$ cat src/rtl/ldsk_pkg.sv
package ldsk_pkg;
    typedef enum logic [2:0] {
        ST_IDLE,
        ST_WAIT,
        ST_MEAS,
        ST_RST,
        ST_LOCK,
        ST_FAIL
    } lane_st_e;
endpackage

$ cat src/rtl/ldsk_lane_ctl.sv
module ldsk_lane_ctl #(
    parameter int OW = 4,
    parameter int RW = 4
) (
    input  logic          clk,
    input  logic          rst_n,
    input  logic          go,
    input  logic          err_clr,
    input  logic          ref_mrk,
    input  logic          lnk_mrk,
    input  logic [OW-1:0] lat_max,
    input  logic [RW-1:0] retry_max,
    output logic          rx_rst,
    output logic          locked,
    output logic          failed,
    output logic          serr,
    output logic [OW-1:0] off
);
    import ldsk_pkg::*;

    typedef struct packed {
        lane_st_e      st;
        logic [OW-1:0] cnt;
        logic          armed;
        logic [RW-1:0] tries;
        logic [OW-1:0] off;
        logic          serr;
    } ctl_t;

    ctl_t ctl_q, ctl_d;
    logic late;

    always_comb begin
        ctl_d = ctl_q;
        late  = 1'b0;
        // phase counter: 1 in the cycle after a reference edge, saturating
        if (ref_mrk)
            ctl_d.cnt = OW'(1);
        else if (ctl_q.cnt != '1)
            ctl_d.cnt = ctl_q.cnt + 1'b1;
        if (err_clr)
            ctl_d.serr = 1'b0;
        case (ctl_q.st)
            ST_WAIT: begin
                if (ref_mrk)
                    ctl_d.st = ST_MEAS;
            end
            ST_MEAS: begin
                if (lnk_mrk) begin
                    if (ctl_q.cnt <= lat_max) begin
                        ctl_d.st    = ST_LOCK;
                        ctl_d.off   = ctl_q.cnt;
                        ctl_d.armed = 1'b0;
                    end else begin
                        late = 1'b1;
                    end
                end else if (ctl_q.cnt == '1) begin
                    late = 1'b1;
                end
                if (late) begin
                    if (ctl_q.tries == retry_max) begin
                        ctl_d.st = ST_FAIL;
                    end else begin
                        ctl_d.tries = ctl_q.tries + 1'b1;
                        ctl_d.st    = ST_RST;
                    end
                end
            end
            ST_RST: ctl_d.st = ST_WAIT;
            ST_LOCK: begin
                if (ctl_q.armed && ctl_q.cnt == ctl_q.off) begin
                    ctl_d.armed = 1'b0;
                    if (!lnk_mrk)
                        ctl_d.serr = 1'b1;
                end else if (lnk_mrk) begin
                    ctl_d.serr = 1'b1;
                end
                if (ref_mrk)
                    ctl_d.armed = 1'b1;
            end
            default: ;
        endcase
        if (go) begin
            ctl_d.st    = ST_WAIT;
            ctl_d.tries = '0;
            ctl_d.serr  = 1'b0;
            ctl_d.armed = 1'b0;
            ctl_d.off   = '0;
        end
    end

    always_ff @(posedge clk) begin
        if (!rst_n)
            ctl_q <= '0;
        else
            ctl_q <= ctl_d;
    end

    assign rx_rst = (ctl_q.st == ST_RST);
    assign locked = (ctl_q.st == ST_LOCK);
    assign failed = (ctl_q.st == ST_FAIL);
    assign serr   = ctl_q.serr;
    assign off    = ctl_q.off;
endmodule

$ cat src/rtl/ldsk_elastic.sv
module ldsk_elastic #(
    parameter int DW    = 16,
    parameter int DEPTH = 8,
    localparam int AW   = $clog2(DEPTH)
) (
    input  logic          clk,
    input  logic          rst_n,
    input  logic          en,
    input  logic [AW-1:0] dly,
    input  logic [DW-1:0] din,
    input  logic          vin,
    input  logic          min,
    output logic [DW-1:0] dout,
    output logic          vout,
    output logic          mout
);
    localparam int EW = DW + 2;

    typedef struct packed {
        logic [AW-1:0] wp;
        logic [DW-1:0] dout;
        logic          vout;
        logic          mout;
    } buf_t;

    buf_t buf_q, buf_d;
    logic [EW-1:0] mem [DEPTH];
    logic [EW-1:0] rd;

    assign rd = mem[buf_q.wp - dly];

    always_comb begin
        buf_d      = buf_q;
        buf_d.wp   = buf_q.wp + 1'b1;
        buf_d.dout = rd[DW-1:0];
        buf_d.vout = en & rd[DW];
        buf_d.mout = en & rd[DW+1];
    end

    always_ff @(posedge clk) begin
        mem[buf_q.wp] <= {min, vin, din};
    end

    always_ff @(posedge clk) begin
        if (!rst_n)
            buf_q <= '0;
        else
            buf_q <= buf_d;
    end

    assign dout = buf_q.dout;
    assign vout = buf_q.vout;
    assign mout = buf_q.mout;
endmodule

$ cat src/rtl/lane_deskew.sv
module lane_deskew #(
    parameter int NL    = 4,
    parameter int DW    = 16,
    parameter int DEPTH = 8,
    parameter int OW    = 4,
    parameter int RW    = 4
) (
    input  logic             clk,
    input  logic             rst_n,
    input  logic             align_go,
    input  logic             err_clr,
    input  logic             ref_mrk,
    input  logic [NL*DW-1:0] lnk_data,
    input  logic [NL-1:0]    lnk_vld,
    input  logic [NL-1:0]    lnk_mrk,
    input  logic [NL*OW-1:0] lat_max,
    input  logic [OW-1:0]    out_lat,
    input  logic [RW-1:0]    retry_max,
    output logic [NL-1:0]    rx_rst,
    output logic [NL-1:0]    locked,
    output logic [NL-1:0]    failed,
    output logic [NL-1:0]    sync_err,
    output logic [NL*DW-1:0] al_data,
    output logic [NL-1:0]    al_vld,
    output logic [NL-1:0]    al_mrk
);
    localparam int AW = $clog2(DEPTH);

    for (genvar i = 0; i < NL; i++) begin : g_lane
        logic [OW-1:0] off;
        logic [OW-1:0] gap;

        ldsk_lane_ctl #(.OW(OW), .RW(RW)) u_ctl (
            .clk      (clk),
            .rst_n    (rst_n),
            .go       (align_go),
            .err_clr  (err_clr),
            .ref_mrk  (ref_mrk),
            .lnk_mrk  (lnk_mrk[i]),
            .lat_max  (lat_max[i*OW +: OW]),
            .retry_max(retry_max),
            .rx_rst   (rx_rst[i]),
            .locked   (locked[i]),
            .failed   (failed[i]),
            .serr     (sync_err[i]),
            .off      (off)
        );

        assign gap = out_lat - off;

        ldsk_elastic #(.DW(DW), .DEPTH(DEPTH)) u_buf (
            .clk  (clk),
            .rst_n(rst_n),
            .en   (locked[i]),
            .dly  (gap[AW-1:0]),
            .din  (lnk_data[i*DW +: DW]),
            .vin  (lnk_vld[i]),
            .min  (lnk_mrk[i]),
            .dout (al_data[i*DW +: DW]),
            .vout (al_vld[i]),
            .mout (al_mrk[i])
        );
    end
endmodule

$ cat config.mk
export PLATFORM = sky130hd
export DESIGN_NAME = lane_deskew
export DESIGN_NICKNAME = d
export VERILOG_FILES = /design/src/rtl/ldsk_pkg.sv /design/src/rtl/ldsk_lane_ctl.sv /design/src/rtl/ldsk_elastic.sv /design/src/rtl/lane_deskew.sv
export SDC_FILE = /design/constraint.sdc
export NUM_CORES = 1
export LEC_CHECK = 0
export BUFFER_PORTS_ARGS = -buffer_cell sky130_fd_sc_hd__buf_2
export CORE_ASPECT_RATIO = 0.5
export CORE_UTILIZATION = 55
export CTS_BUF_LIST = sky130_fd_sc_hd__clkbuf_16
export DETAILED_ROUTE_END_ITERATION = 10
export PLACE_DENSITY = 0.73
export SETUP_SLACK_MARGIN = 0.5
export SYNTH_ARGS = -nofsm -noshare
export SYNTH_HDL_FRONTEND = slang
export SYNTH_SLANG_ARGS = --single-unit
$ cat constraint.sdc
create_clock -name clk -period 4.9 [get_ports clk]
set_clock_uncertainty 0.1 [all_clocks]
set_input_delay 0.245 -clock clk [delete_from_list [all_inputs] [get_ports clk]]
set_output_delay 0.245 -clock clk [all_outputs]
set_load 0.01 [all_outputs]
* Yosys cells after proc, flatten, opt, wreduce, memory -nomap -nowiden *
Memory sizes are Yosys's and may differ from the RTL's.
Cells that the tools add are included.

storage, ports and cells
  memory bits (writable) = 576
  memories kept = 4
  output and inout bits = 88
  register bits = 152
  bits of input ports = 101

cells by class
  reduce and logical (&&, ||, !) cells = 42
  equal/unequal tests = 72
  bitwise operators = 13
  $lt $le $gt $ge = 4
  add/sub/neg operators = 20
  multiplexer cells = 89

memories
  name                 words  bits a word  read ports  clocked after Yosys merged registers in  wr ports  line                source
  g_lane[0].u_buf.mem  8      18           1           0                                        1         ldsk_elastic.sv:27  logic [EW-1:0] mem [DEPTH];
  g_lane[1].u_buf.mem  8      18           1           0                                        1         ldsk_elastic.sv:27
  g_lane[2].u_buf.mem  8      18           1           0                                        1         ldsk_elastic.sv:27
  g_lane[3].u_buf.mem  8      18           1           0                                        1         ldsk_elastic.sv:27

operators with widths
  cell                                                   count
  2-to-1 mux 1 bit                                       64
  2-to-1 mux 3 bit                                       17
  AND reduction 4 bit                                    12
  one-hot mux 3 bit (3 select lines)                     4
  adder 4 x 1 -> 4 bit, second input constant            8
  == test 4 bit                                          8
  == test 3 x 2 -> 1 bit, second input constant          8
  == test 3 bit, second input constant                   8
  inequality test 3 bit, second input constant           8
  AND reduction 3 bit                                    8
  subtractor 3 bit                                       8
  == test 4 bit, second input constant                   4
  <= comparator 4 bit                                    4
  inequality test 2 bit, second input constant           8
  inequality test 4 x 2 -> 1 bit, second input constant  4
  inequality test 4 x 3 -> 1 bit, second input constant  4
  inequality test 4 bit, second input constant           4
  nonzero test 2 bit                                     8
  nonzero test 4 bit                                     4
  adder 3 x 1 -> 3 bit, second input constant            4
  == test 3 x 1 -> 1 bit, second input constant          4
  inequality test 3 x 1 -> 1 bit, second input constant  4
  inequality test 3 x 2 -> 1 bit, second input constant  4
  nonzero test 3 bit                                     4
  6 further kinds                                        27

* Logic depth before layout (Yosys ltp) *
Gate-level depths: netlist (run 1).

  depth after elaboration = 7
  depth in mapped cells = 14
  mapped depth without buffers = 12

* Cells and area by module *
From an unflattened synthesis (run 1), not the netlist that was laid out.

unflattened totals
  cells, all modules = 1679
  area total of the unflattened synthesis = 29811.1 µm²

by module, submodules not included
  module                               cells each  sequential area each (µm²)  instances  area an instance (µm²)
  ldsk_elastic (g_lane[0].u_buf ...)   287         4744.6                      2          6334.8
  ldsk_elastic (g_lane[2].u_buf)       287         4744.6                      1          6333.6
  ldsk_elastic (g_lane[3].u_buf)       288         4744.6                      1          6273.5
  ldsk_lane_ctl (g_lane[0].u_ctl ...)  126         340.3                       3          1059.8
  ldsk_lane_ctl (g_lane[3].u_ctl)      130         340.3                       1          1088.5
  lane_deskew                          22          0.0                         1          266.5

* Worst setup path before layout (run 1) *
Ideal clock, no wire load.

  kind = register -> register
  from = register g_lane[2].u_buf.buf_q[18] (netlist bit)
  to = register g_lane[2].u_buf.buf_q (netlist bit g_lane[2].u_buf.dout[0])
  slack = 1.953 ns
  required time = 4.684 ns
  cell stages (with the launch flop) = 14
  path buffers = 1
  data arrival time = 2.731 ns
  setup time = 0.116 ns
  period minus slack after synthesis = 2.947 ns
  cells stage by stage = dfxtp_1 inv_1 ha_1 inv_1 ha_1 inv_1 fa_1 xnor2_1 xnor2_1 xor2_1 buf_2 mux2i_1 a32oi_1 and4_1

between the ends
  cells in the longest elaborated chain, start to end = 2

RTL lines
  item                      line                source
  start: declaration        ldsk_elastic.sv:26  buf_t buf_q, buf_d;
  start signal: assignment  ldsk_elastic.sv:48  buf_q <= buf_d;
  subtractor 3 bit          ldsk_elastic.sv:30  assign rd = mem[buf_q.wp - dly];
  memory read (8 x 18 bit)  --

No other way between the ends.
A chain may end at the register's enable or synchronous reset.

* Worst setup path after layout (run 1) *
  from = register g_lane[2].u_buf.buf_q[18] (netlist bit)
  to = register g_lane[2].u_buf.buf_q (netlist bit g_lane[2].u_buf.dout[8])

The elaborated chain is that of the path after synthesis.

==> results of run 1 <==
stage by stage:
stage | util | hold slack, ps | power, mW | area [um2]
after global routing | 0.634 | 14.1 | 14.7 | 33200
after CTS | 0.634 | 3.40 | 14.3 | 33200
after global placement | 0.582 | 366 | 9.37 | 30500
after floorplan | - | 244 | 8.85 | 29300
final | 0.634 | 25.0 | 14.2 | 33200
after detailed placement | 0.582 | 373 | 9.44 | 30500
power breakdown:
group	switching [mW]	leakage (nW)	internal, mW
clock network	2.20	0.980	2.64
logic	1.39	4.72	0.794
registers	0.119	6.54	7.04
total	3.71	12.2	10.5
flip-flops by register name (all words and copies together), names as in the netlist:
signal	flops
g_lane.u_buf.buf_q	12
g_lane.u_buf.dout	64
g_lane.u_buf.mem	576
g_lane.u_buf.mout	4
g_lane.u_buf.vout	4
g_lane.u_ctl.ctl_q	48
g_lane.u_ctl.off	16
g_lane.u_ctl.serr	4
layout make-up:
cell class / count / share of cell area
Sequential cell: 728 / 0.613
Multi-Input combinational cell: 1201 / 0.235
Timing Repair Buffer: 296 / 0.0601
Clock buffer: 61 / 0.0460
Tap cell: 701 / 0.0264
Clock inverter: 50 / 0.0133
Inverter: 52 / 0.00588
Antenna cell: 1 / 0.0000754
worst reg2reg max path, delay by kind of cell, from the launching register on:
kind | cells | cell delay, ps
simple gates | 2 | 350
xor+xnor | 3 | 1120
buf+inv | 4 | 720
fa+ha+maj | 3 | 860
flops | 1 | 450
compound gates | 1 | 220
kinds of logic after synthesis:
family | Yosys count
flops | 728
mux | 100
xor+xnor | 66
buf+inv | 255
simple gates | 820
fa+ha+maj | 44
compound gates | 171
synthesized netlist by cell type (5+ instances only):
master    count
nand4_1       6
nor2b_1      24
nor3b_1       8
and2_1       13
nand3_1     148
xnor2_2       6
o21a_1        5
a32oi_1      65
buf_6         5
mux2i_1      84
and4_1       64
nand2b_1      6
xor2_1       31
or3_1         8
nor2_1       61
clkbuf_1     76
nor3_1       35
o21ai_0      27
edfxtp_1    576
fa_1          8
dfxtp_1     152
ha_1         36
buf_2        20
a21oi_1      38
nand2_1     422
buf_1         6
and3_1       19
inv_1        52
a31oi_1      10
mux4_2       16
o211ai_1      6
xnor2_4       5
buf_4        96
xnor2_1      23
repair_timing:
action	CTS	global route
hold buffers	75	0
hold endpoints to repair	587	0
endpoints found under the setup margin	0	0
routing by layer:
layer,GRT usage,up-vias,routed length (um)
met1,0.291,8526,25500
met4,0.0537,0,982
met5,0,-,0
met3,0.0352,93,3390
li1,-,8158,-
met2,0.391,487,30900
path summary, 6_finish.rpt:
path | startpoint | to | slack [ps] | depth (start not counted)
worst max-delay path | g_lane[2].u_buf.buf_q[18]$_SDFF_PN0_ | g_lane[2].u_buf.dout[8]$_SDFF_PN0_ | 1010 | 13
worst min-delay path | rst_n | g_lane[3].u_ctl.ctl_q[10]$_SDFFE_PN0P_ | 20 | 2
worst max register to register | g_lane[2].u_buf.buf_q[18]$_SDFF_PN0_ | g_lane[2].u_buf.dout[8]$_SDFF_PN0_ | 1010 | 13
worst min register to register | g_lane[3].u_ctl.ctl_q[9]$_SDFFE_PP0P_ | g_lane[3].u_ctl.ctl_q[9]$_SDFFE_PP0P_ | 380 | 2
==> results_dict.tcl, run 1 <==
set metrics [dict create \
    seq_area_um2 20300 \
    yosys-top-cells-area "edfxtp_1 (59%), dfxtp_1 (10%), nand2_1 (5.4%), mux2i_1 (2.9%), nand3_1 (2.5%)" \
    detail-route-antenna-nets 0 \
    syn_area_um2 29300 \
    cts_htree_levels 2 \
    slew_headroom 0.194 \
    cts_tree "done" \
    grt_pass1_wl_um 92900 \
    synthMuxAreaShare 0.0410 \
    ys_seq_elements 728 \
    place.detailed.hpwl_um 33900 \
    port_buffers 187 \
    synth_flop_cell "edfxtp_1" \
    core_um2 52300 \
    cts.sinks 728 \
    status "finished, violations left" \
    antenna_found_initial 0 \
    synth-simple-area-share 0.132 \
    start_util 0.560 \
    setup_ws_ps 1010 \
    die_area_um2 54300 \
    drt_first_pass_iters 10 \
    syn_to_final_growth_pct 13.2 \
    max_clock_freq_mhz 257 \
    synth_cells 2184 \
    clockRootBuffer "clkbuf_16" \
    clk_latency_ps 600 \
    synth_compound_area_frac 0.0410 \
    setup_violations 0 \
    ctsResizeCount 0 \
    wl_um 60700 \
    cts_max_path_buffers 3 \
    multi_input_area_um2 7820 \
    max_stage_delay_ps 600 \
    postCtsSetupBuffers 0 \
    place_ws_ps 999 \
    final_layout_size_suffix_gt1_frac 0.155 \
    post_drt_wl_per_cell_um 19.7 \
    path_cells "inv_1 > ha_1 > inv_1 > ha_1 > inv_1 > fa_1 > xnor2_1 > xnor2_1 > xnor2_4 > buf_4 > nand2_1 > a32oi_1 > and4_1" \
    crit_type "register to register" \
    viasPerCell 5.59 \
    die_w_um 329 \
    endpoint_kind "register" \
    die_height_um 165 \
    slew_violations 0 \
    num_vias 17300 \
    worst_pin_slew_ps 1210 \
    ir_drop_v 0.000298 \
    hold_path_class "primary input to register" \
    violations "DRC" \
    final_common_cell "edfxtp_1" \
    layout.nets 2483 \
    post-route-min-period_ps 3890 \
    cp.arrival_ps 4330 \
    cts_buffers 59 \
    fill_cells 3779 \
    min_period_over_period 0.794 \
    fin_tns_setup_ps 0 \
    synth_nets 2329 \
    cp.required_ps 5330 \
    critPathMaxFanout 30 \
    drt_iter0_drc 1216 \
    syn_avg_cell_area_um2 13.4 \
    cp_num_buf_inv 4 \
    clk_pin_slew_ps 70 \
    synth_top_area_cell "edfxtp_1" \
    placedCellCount 2903 \
    final_cell_mix "edfxtp_1 (576), nand2_1 (422), buf_2 (186)" \
    synth_xor_xnor_area_share 0.0247 \
    rows 59 \
    grt_overflow 0 \
    rsz0062_at_grt "no" \
    grt_usage 0.222 \
    grt_pass1_vias 17000 \
    hold_violations 0 \
    synth_top_family_by_area "simple AND/OR/NAND/NOR gates" \
    synthAdderAreaFrac 0.0208 \
    critical_path.top_delay_family "XOR/XNOR gates" \
    route.detailed.drc 8 \
    gp_congestion 0.806 \
    slowest_stage "xnor2_1" \
    async_flop_share 0 \
    io_pins 189 \
    synth_edf_count 576 \
    path_common_cell "inv_1" \
    power_density_nw_per_um2 427 \
    grt_max_degree 67 \
    startpoint_type "register" \
    synth_top_area_share 0.590 \
    ys_warn_count 0 \
    fin_cells 3090 \
    synthDistinctLibCells 50 \
    yosysSeqAreaShare 0.694 \
    drv_cap 0 \
    p_leak_nw 12.2 \
]
No activity file was read; power rests on OpenSTA's default activity.
==> inputs of run 2 (changes only) <==
==> constraint.sdc (replaced) <==
create_clock -name clk -period 3.7 [get_ports clk]
set_clock_uncertainty 0.1 [all_clocks]
set_input_delay 0.185 -clock clk [delete_from_list [all_inputs] [get_ports clk]]
set_output_delay 0.185 -clock clk [all_outputs]
set_load 0.01 [all_outputs]
==> results_dict.tcl, run 2 (synthesis gave the netlist of run 1 again) <==
set metrics [dict create \
    hold_path_class "primary input to register" \
    hold-path-endpoint "g_lane[3].u_buf.mout$_SDFF_PN0_" \
    final_cell_mix "edfxtp_1 (576), nand2_1 (422), buf_2 (186)" \
    io_pins 189 \
    worst_pin_slew_ps 1210 \
    grt_pass1_wl_um 93800 \
    power_density_nw_per_um2 561 \
    startpoint_type "register" \
    min_period_over_period 0.829 \
    combPwrFrac 0.181 \
    largest_reg_flops 576 \
    rows 59 \
    r2r_slack_ps 630 \
    endpoint_kind "register" \
    internal_power_mw 14.0 \
    dpl_cell_area_um2 30800 \
    clk_latency_ps 600 \
    ir_drop_v 0.000483 \
    drv_cap 0 \
    die_height_um 165 \
    final_layout_size_suffix_gt1_frac 0.172 \
    setup_violations 0 \
    multi_input_area_um2 7840 \
    cts_tree "done" \
    port_buffers 187 \
    gp_congestion 0.792 \
    syn_to_final_growth_pct 15.6 \
    finalPower_mw 19.0 \
    r2r_end "g_lane[2].u_buf.dout[3]$_SDFF_PN0_" \
    slowest_stage "fa_2" \
    path_cells "inv_2 > ha_1 > inv_1 > ha_1 > inv_1 > fa_2 > xnor2_2 > xnor2_2 > buf_6 > xor2_4 > buf_12 > buf_12 > mux2i_1 > a32oi_1 > and4_1" \
    die_area_um2 54300 \
    cts_max_path_buffers 3 \
    drt_iter0_drc 1473 \
    clk_pin_slew_ps 70 \
    cts_buffers 59 \
    fin_tns_setup_ps 0 \
    post_drt_wl_per_cell_um 19.8 \
    violations "DRC" \
    num_vias 17600 \
    post-route-min-period_ps 3070 \
    fin_area_um2 33900 \
    slew_violations 0 \
    critPathLaunch "g_lane[2].u_buf.buf_q[18]$_SDFF_PN0_" \
    wl_um 62200 \
    final_common_cell "edfxtp_1" \
    layout.nets 2540 \
    cts_htree_levels 2 \
    worstHoldStart "rst_n" \
    p_clk_frac 0.320 \
    swShare 0.261 \
    reg2reg_depth 15 \
    cts.sinks 728 \
    grt_pass1_vias 16900 \
    grt_max_degree 58 \
    seq_area_um2 20400 \
    grt_overflow 0 \
    regMostFlops "g_lane.u_buf.mem" \
    rsz0062_at_grt "no" \
    r2r_start "g_lane[2].u_buf.buf_q[18]$_SDFF_PN0_" \
    route.detailed.drc 8 \
    min_delay_path_depth 4 \
    fill_cells 3701 \
    crit_type "register to register" \
    place.detailed.hpwl_um 34300 \
    grt_usage 0.226 \
    clockRootBuffer "clkbuf_16" \
    power.switching_mw 4.97 \
    die_w_um 329 \
    place_ws_ps 137 \
    slew_headroom 0.194 \
    start_util 0.560 \
    p_leak_nw 12.7 \
    status "finished, violations left" \
    hold_slack_ps 166 \
    antenna_found_initial 1 \
    critPathMaxFanout 9 \
    cp.required_ps 4090 \
    cp.arrival_ps 3460 \
    pwr-share-seq 0.499 \
    viasPerCell 5.59 \
    max_clock_freq_mhz 326 \
    setup_ws_ps 632 \
    hold_violations 0 \
    core_um2 52300 \
    drt_first_pass_iters 10 \
    max_stage_delay_ps 390 \
    detail-route-antenna-nets 0 \
]
[run 2: cell types whose count changed in the layout (fill, tap and decap cells not counted), sizes merged]
cell	before	now
inv	61	68
bufbuf	0	4
clkbuf	61	65
diode	1	2
bufinv	7	4
clkinv	26	25
buf	221	269
xnor2	34	35
clkinvlp	8	4
[run 2: power groups by stage]
stage | Sequential, mW | Clock (mW) | Combinational [mW]
after global placement | 9.66 | 0 | 2.88
after CTS | 9.49 | 6.18 | 3.29
final | 9.49 | 6.08 | 3.45
after floorplan | 9.60 | 0 | 2.11
after detailed placement | 9.67 | 0 | 2.95
after global routing | 9.52 | 6.54 | 3.73
[run 2: timing repair]
action                     4_1_cts  5_1_grt
hold endpoints to repair       595        0
setup endpoints to repair       35       64
hold buffers                    75        0
cloned                           7        4
setup buffers                    5        9
pin swaps                        3        2
gates resized for setup         10       11
[run 2: per-layer routing]
metal / vias up / GRT usage / part of all wire
met5: - / 0 / 0
met4: 0 / 0.0674 / 0.022
met3: 103 / 0.0344 / 0.057
met2: 525 / 0.387 / 0.50
met1: 8656 / 0.301 / 0.42
li1: 8293 / - / -
[run 2: worst max path at each step]
stage | slack [ps] | to | cells past startpoint
after floorplan | 750 | g_lane[2].u_buf.dout[0]$_SDFF_PN0_ | 13
after global placement | 240 | g_lane[2].u_buf.dout[14]$_SDFF_PN0_ | 13
after detailed placement | 140 | g_lane[2].u_buf.dout[8]$_SDFF_PN0_ | 13
after CTS | 480 | g_lane[2].u_buf.dout[3]$_SDFF_PN0_ | 14
after global routing | 490 | g_lane[2].u_buf.dout[12]$_SDFF_PN0_ | 16
final | 630 | g_lane[2].u_buf.dout[3]$_SDFF_PN0_ | 15
[run 2: critical path, delay by kind of cell, from the launching register on]
family                   cells  cell delay, ps
buffers and inverters        6             630
XOR/XNOR                     3             540
adder cells (fa/ha/maj)      3             790
AO/OA/AOI/OAI                1              80
AND/OR/NAND/NOR              1             220
flip-flops                   1             360
multiplexers                 1             220
[run 2: area by class of cell]
type | count | area share
Timing Repair Buffer | 352 | 0.0819
Multi-Input combinational cell | 1202 | 0.231
Clock inverter | 49 | 0.00963
Inverter | 52 | 0.00576
Antenna cell | 2 | 0.000148
Clock buffer | 61 | 0.0450
Tap cell | 701 | 0.0259
Sequential cell | 728 | 0.600
[run 2: through the flow]
| step | instances | utilization |
|---|---|---|
| after global placement | 2935 | 0.588 |
| final | 3147 | 0.648 |
| after CTS | 3132 | 0.643 |
| after floorplan | 2184 | - |
| after global routing | 3146 | 0.648 |
| after detailed placement | 2935 | 0.588 |
